--- src/rtl/regscan_pkg.sv ---
package regscan_pkg;

   // Decoded effect of one write on the scan-mode flop
   typedef enum logic [1:0] {
      MODE_KEEP  = 2'd0,
      MODE_SET   = 2'd1,
      MODE_CLEAR = 2'd2
   } mode_act_e;

   // Data codes recognised at the scan address
   localparam int unsigned CODE_ENTER = 1;
   localparam int unsigned CODE_LEAVE = 0;

endpackage

--- src/rtl/regscan_decode.sv ---
module regscan_decode
   import regscan_pkg::*;
#(
   parameter int unsigned ADDR_W    = 8,
   parameter int unsigned DATA_W    = 8,
   parameter logic [ADDR_W-1:0] SCAN_ADDR = 8'h3C
) (
   input  logic              wr_en,
   input  logic [ADDR_W-1:0] wr_addr,
   input  logic [DATA_W-1:0] wr_data,
   output mode_act_e         act
);

   localparam logic [DATA_W-1:0] ENTER_V = DATA_W'(CODE_ENTER);
   localparam logic [DATA_W-1:0] LEAVE_V = DATA_W'(CODE_LEAVE);

   if (DATA_W < 1) begin : g_bad_data
      $error("regscan_decode: DATA_W must be at least 1");
   end
   if (ADDR_W < 1) begin : g_bad_addr
      $error("regscan_decode: ADDR_W must be at least 1");
   end

   logic hit;

   always_comb begin
      hit = wr_en && (wr_addr == SCAN_ADDR);
      act = MODE_KEEP;
      if (hit) begin
         if (wr_data == ENTER_V) begin
            act = MODE_SET;
         end else if (wr_data == LEAVE_V) begin
            act = MODE_CLEAR;
         end
      end
   end

endmodule

--- src/rtl/regscan_mode_reg.sv ---
module regscan_mode_reg
   import regscan_pkg::*;
(
   input  logic      clk,
   input  logic      rst_n,
   input  mode_act_e act,
   output logic      scan_en
);

   logic mode_d;

   always_comb begin
      unique case (act)
         MODE_SET:   mode_d = 1'b1;
         MODE_CLEAR: mode_d = 1'b0;
         default:    mode_d = scan_en;
      endcase
   end

   always_ff @(posedge clk) begin
      if (!rst_n) begin
         scan_en <= 1'b0;
      end else begin
         scan_en <= mode_d;
      end
   end

endmodule

--- src/rtl/regscan_cell.sv ---
module regscan_cell (
   input  logic clk,
   input  logic rst_n,
   input  logic sel_scan,
   input  logic d_func,
   input  logic d_scan,
   output logic q
);

   logic d_mux;

   always_comb begin
      d_mux = sel_scan ? d_scan : d_func;
   end

   always_ff @(posedge clk) begin
      if (!rst_n) begin
         q <= 1'b0;
      end else begin
         q <= d_mux;
      end
   end

endmodule

--- src/rtl/regscan_payload.sv ---
module regscan_payload #(
   parameter int unsigned CNT_W = 8
) (
   input  logic             clk,
   input  logic             rst_n,
   input  logic             scan_en,
   input  logic             pin_in,
   output logic [CNT_W-1:0] cnt
);

   if (CNT_W < 2) begin : g_bad_width
      $error("regscan_payload: CNT_W must be at least 2");
   end

   logic [CNT_W-1:0] next_cnt;
   logic [CNT_W-1:0] shift_src;

   always_comb begin
      next_cnt = cnt + CNT_W'(pin_in);
   end

   for (genvar i = 0; i < CNT_W; i++) begin : g_stage
      if (i == 0) begin : g_head
         assign shift_src[i] = pin_in;
      end else begin : g_body
         assign shift_src[i] = cnt[i-1];
      end

      regscan_cell u_cell (
         .clk      (clk),
         .rst_n    (rst_n),
         .sel_scan (scan_en),
         .d_func   (next_cnt[i]),
         .d_scan   (shift_src[i]),
         .q        (cnt[i])
      );
   end

endmodule

--- src/rtl/regscan_pinmux.sv ---
module regscan_pinmux #(
   parameter int unsigned CNT_W = 8
) (
   input  logic             scan_en,
   input  logic [CNT_W-1:0] cnt,
   output logic             pin_out
);

   localparam int unsigned TAIL = CNT_W - 1;

   logic func_val;
   logic scan_val;

   always_comb begin
      func_val = ^cnt;
      scan_val = cnt[TAIL];
      pin_out  = scan_en ? scan_val : func_val;
   end

endmodule

--- src/rtl/regscan_top.sv ---
module regscan_top
   import regscan_pkg::*;
#(
   parameter int unsigned ADDR_W    = 8,
   parameter int unsigned DATA_W    = 8,
   parameter int unsigned CNT_W     = 8,
   parameter logic [ADDR_W-1:0] SCAN_ADDR = 8'h3C
) (
   input  logic              clk,
   input  logic              rst_n,
   input  logic              wr_en,
   input  logic [ADDR_W-1:0] wr_addr,
   input  logic [DATA_W-1:0] wr_data,
   input  logic              pin_in,
   output logic              pin_out,
   output logic [CNT_W-1:0]  count_q
);

   if (CNT_W < 2) begin : g_bad_cnt
      $error("regscan_top: chain needs at least two stages");
   end

   mode_act_e act;
   logic      scan_en;

   regscan_decode #(
      .ADDR_W    (ADDR_W),
      .DATA_W    (DATA_W),
      .SCAN_ADDR (SCAN_ADDR)
   ) u_decode (
      .wr_en   (wr_en),
      .wr_addr (wr_addr),
      .wr_data (wr_data),
      .act     (act)
   );

   regscan_mode_reg u_mode (
      .clk     (clk),
      .rst_n   (rst_n),
      .act     (act),
      .scan_en (scan_en)
   );

   regscan_payload #(
      .CNT_W (CNT_W)
   ) u_payload (
      .clk     (clk),
      .rst_n   (rst_n),
      .scan_en (scan_en),
      .pin_in  (pin_in),
      .cnt     (count_q)
   );

   regscan_pinmux #(
      .CNT_W (CNT_W)
   ) u_pinmux (
      .scan_en (scan_en),
      .cnt     (count_q),
      .pin_out (pin_out)
   );

endmodule

--- config.mk ---
export PLATFORM = sky130hd
export DESIGN_NAME = regscan_top
export DESIGN_NICKNAME = d
export VERILOG_FILES = /design/src/rtl/regscan_pkg.sv /design/src/rtl/regscan_decode.sv /design/src/rtl/regscan_mode_reg.sv /design/src/rtl/regscan_cell.sv /design/src/rtl/regscan_payload.sv /design/src/rtl/regscan_pinmux.sv /design/src/rtl/regscan_top.sv
export SDC_FILE = /design/constraint.sdc
export NUM_CORES = 1
export LEC_CHECK = 0
export BUFFER_PORTS_ARGS = -buffer_cell sky130_fd_sc_hd__buf_2
export CAP_MARGIN = 20
export CORE_MARGIN = 8
export CORE_UTILIZATION = 36
export DETAILED_ROUTE_END_ITERATION = 10
export PLACE_DENSITY = 0.59
export SLEW_MARGIN = 20
export SYNTH_ARGS = -nofsm -noshare
export SYNTH_HDL_FRONTEND = slang
export SYNTH_SLANG_ARGS = --single-unit
--- constraint.sdc ---
create_clock -name clk -period 2.4 [get_ports clk]
set_clock_uncertainty 0.2 [all_clocks]
set_input_delay 0.48 -clock clk [delete_from_list [all_inputs] [get_ports clk]]
set_output_delay 0.48 -clock clk [all_outputs]
set_load 0.05 [all_outputs]
==> impl_metrics.toml <==
[status]
run_status = "finished with violations"
failed_checks = "setup timing"

[worst_setup_path]
reg2reg_depth = 6
reg2reg_from = "u_payload.g_stage[0].u_cell.q"
cp_top_family = "XOR/XNOR gates"
required_ps = 1720
cp-start-kind = "register"
critPathCaptureType = "primary output"
critPathArrivalTime_ps = 1730
cpPeakStageDelay_ps = 340
cp_slowest_cell = "dfxtp_2"
critPathKind = "register to primary output"
cp_max_fo = 2
rr_endpoint = "u_payload.g_stage[6].u_cell.q"
path_cells = "ha_4 -> xnor3_1 -> xnor2_2 -> nor2_4 -> xor2_4 -> buf_6"
critPathBufInv = 1
reg2reg_slack_ps = 700

[run]
maxCapViolations = 0

[synth]
ys_ff_latch = 9
avgSynthCellArea_sq_um = 8.94
synth_area_leaders = "dfxtp_1, buf_4, ha_1, o21ai_0, xnor2_1"
ys.flop_type = "dfxtp_1"
synth_nets = 101
synth_edf_count = 0
synthCells = 76
ys_warn_count = 0
async_flop_share_pct = 0
ys_types = 29
synth_top_area_share_pct = 26.5
yosysSeqAreaShare_pct = 26.5
synth_area_leader_cell = "dfxtp_1"
syn-cell-area_sq_um = 679

[place]
gp_congestion = 0.752
io_buffers = 28
pre_cts_slack_ps = 12.5
hpwl_mm = 1.29

[clock_network]
h-tree-depth = 1
cts_tree = "yes"
clock_path_buffers = 2
cts_sinks = 9
clk_latency_ps = 270
cts_setup_buffers = 0
cts_hold_buf = 0
clk_pin_slew_ps = 70
cts_buffers = 3
cts_root_buf = "clkbuf_4"

[power]
power_frac_comb_pct = 26.1
power_frac_clock_pct = 32.6
powerDensity_mw_per_mm2 = 416
p_sw_uw = 116
seqPwrFrac_pct = 41.3
p_int_uw = 263
power_leakage_nw = 0.404
ir_worst_vdd_uv = 283
swShare_pct = 30.6

[route]
post-route-drc-count = 0
avgRoutedWirePerCell_um = 13.0
viasPerCell = 4.68
first_pass_iters = 4
vias = 599
drt_wl_total_mm = 1.67
antenna_left = 0
drt-initial-drc-count = 10

[timing]
worst_slew_pin_slew_ps = 308
hold_viol = 0
period_needed_ps = 2410
setup_violations = 1
finalCritPeriodShare_pct = 100
rsz0062_at_grt = "true"
timing.hold.ws_ps = 292
drv_slew = 0
fmax_mhz = 416
postLayoutSetupSlackWorst_ps = -6.22
relSlewSlack_pct = 79.2

[min_path]
min_to = "u_payload.g_stage[0].u_cell.q"
hold_class = "input port to register"
hold-path-cell-count = 3
hp-start = "pin_in"

[layout]
seq_area_sq_um = 184
areaGrowthSynthToFinish_pct = 34.3
nFillCells = 180
num-nets-final = 129
num_antenna_cells = 0
multi_input_area_sq_um = 479
drive_gt1_share_pct = 48.5

[global_routing]
grt_util_met3_pct = 6.72
grt_overflow_total = 0
grt_busiest_layer = "met2"
grt_util_met1_pct = 10.6
grt_pass1_vias = 622
grtUsageTotal_pct = 9.95
grt_max_degree = 17
antenna_found_initial = 0
use_met2_pct = 15.9
grt_pass1_wl_mm = 2.64

[floorplanning]
coreArea_sq_mm = 0.00175
io_pins = 29
start_util_pct = 38.9
row_count = 15
die_w_um = 59.4
dieArea_sq_mm = 0.00353
die_y_um = 59.4
## flip-flops by register name, summed over array words and instances, names as in the netlist
signal,cells
u_payload.g_stage.u_cell.q,8
u_mode.scan_en,1
## worst min-delay path: cells and delay by family
| family | cells | cell delay [ps] |
|---|---|---|
| buffers and inverters | 1 | 90 |
| AND/OR/NAND/NOR | 1 | 90 |
| multiplexers | 1 | 60 |
## worst max-delay path by stage
stage	start	depth (start not counted)	slack (ps)	to
after floorplan	u_payload.g_stage[2].u_cell.q	5	60	pin_out
after global placement	u_payload.g_stage[3].u_cell.q	6	20	pin_out
after CTS	u_payload.g_stage[2].u_cell.q	6	-60	pin_out
final	u_payload.g_stage[3].u_cell.q	6	-6	pin_out
after detailed placement	u_payload.g_stage[3].u_cell.q	6	10	pin_out
after global routing	u_payload.g_stage[2].u_cell.q	6	-50	pin_out
## Yosys cell counts (all sizes together) (3+ instances only)
cell   count
nand2      6
xnor2      3
nor2       3
xor2       3
ha         5
nor2b      3
dfxtp      9
buf       10
and2       4
o21ai      6
## metal layers
metal | wire (um) | part of all wire [%] | vias up
li1 | - | - | 310
met1 | 745 | 45 | 263
met2 | 763 | 46 | 26
met3 | 155 | 9.3 | 0
met4 | 0 | 0 | 0
met5 | 0 | 0 | -
## kinds of logic (layout without fill, tap and decap cells)
family	count (synthesis)	count (layout)	synth area share, %
compound gates	10	10	8.84
fa+ha+maj	5	5	9.21
simple gates	31	31	28.7
buf+inv	12	39	12.7
xor+xnor	7	7	11.1
mux	2	2	2.95
flops	9	9	26.5
## power by group through the flow
stage               clock [mW]  sequential [mW]  combinational (mW)
floorplan                    0            0.161              0.0616
global placement             0            0.160              0.0865
detailed placement           0            0.160              0.0882
CTS                      0.127            0.157              0.0958
global route             0.137            0.157               0.106
finish                   0.123            0.157              0.0990
## repair_timing
| action | CTS | global route |
|---|---|---|
| endpoints found under the setup margin | 1 | 1 |
| pin swaps | 4 | 2 |
| hold endpoints to repair | 0 | 0 |
| resized for setup | 5 | 5 |
## stage by stage
step,std cells,utilization [%],power [mW],TNS (ps),cell area (sq um)
after floorplan,76,-,0.222,0,701
after global placement,124,47.6,0.246,0,831
after detailed placement,124,47.6,0.248,0,831
after CTS,128,50.3,0.379,-55.6,878
after global routing,128,52.3,0.400,-51.9,912
final,128,52.3,0.379,-6.22,912
## cells in the final DEF (no fill, tap or decap)
master    netlist  layout
or2_2           1       1
xor2_4          0       1
ha_1            5       3
dfxtp_2         0       3
clkbuf_4        0       3
and2_1          4       4
nand4_1         1       1
xor2_1          3       2
xnor3_1         1       1
and4b_1         2       2
nand3b_1        1       1
xnor2_2         0       2
a211o_2         1       1
inv_1           2       2
clkbuf_1        0       1
a21oi_1         1       1
nand2b_1        1       1
mux2i_1         2       2
nor2b_1         3       3
nand3_1         2       2
and3_4          1       1
dfxtp_1         9       6
buf_2           0      27
nor4_1          1       1
xnor2_1         3       1
nor3_1          1       1
buf_4           9       5
nor2_1          3       2
and4_4          1       1
o21ai_0         6       6
nor2_4          0       1
buf_6           1       1
a21boi_0        2       2
nand2_1         6       6
nor3_2          1       1
nor4b_1         2       2
ha_4            0       2
## final cells by class
cell class,instances,share of cell area (%)
clock buffer,4,2.88
inverter,2,0.823
multi-input combinational,55,52.5
sequential,9,20.2
tap,25,3.43
timing repair buffer,33,20.2
Power figures use the tool's default switching activity.
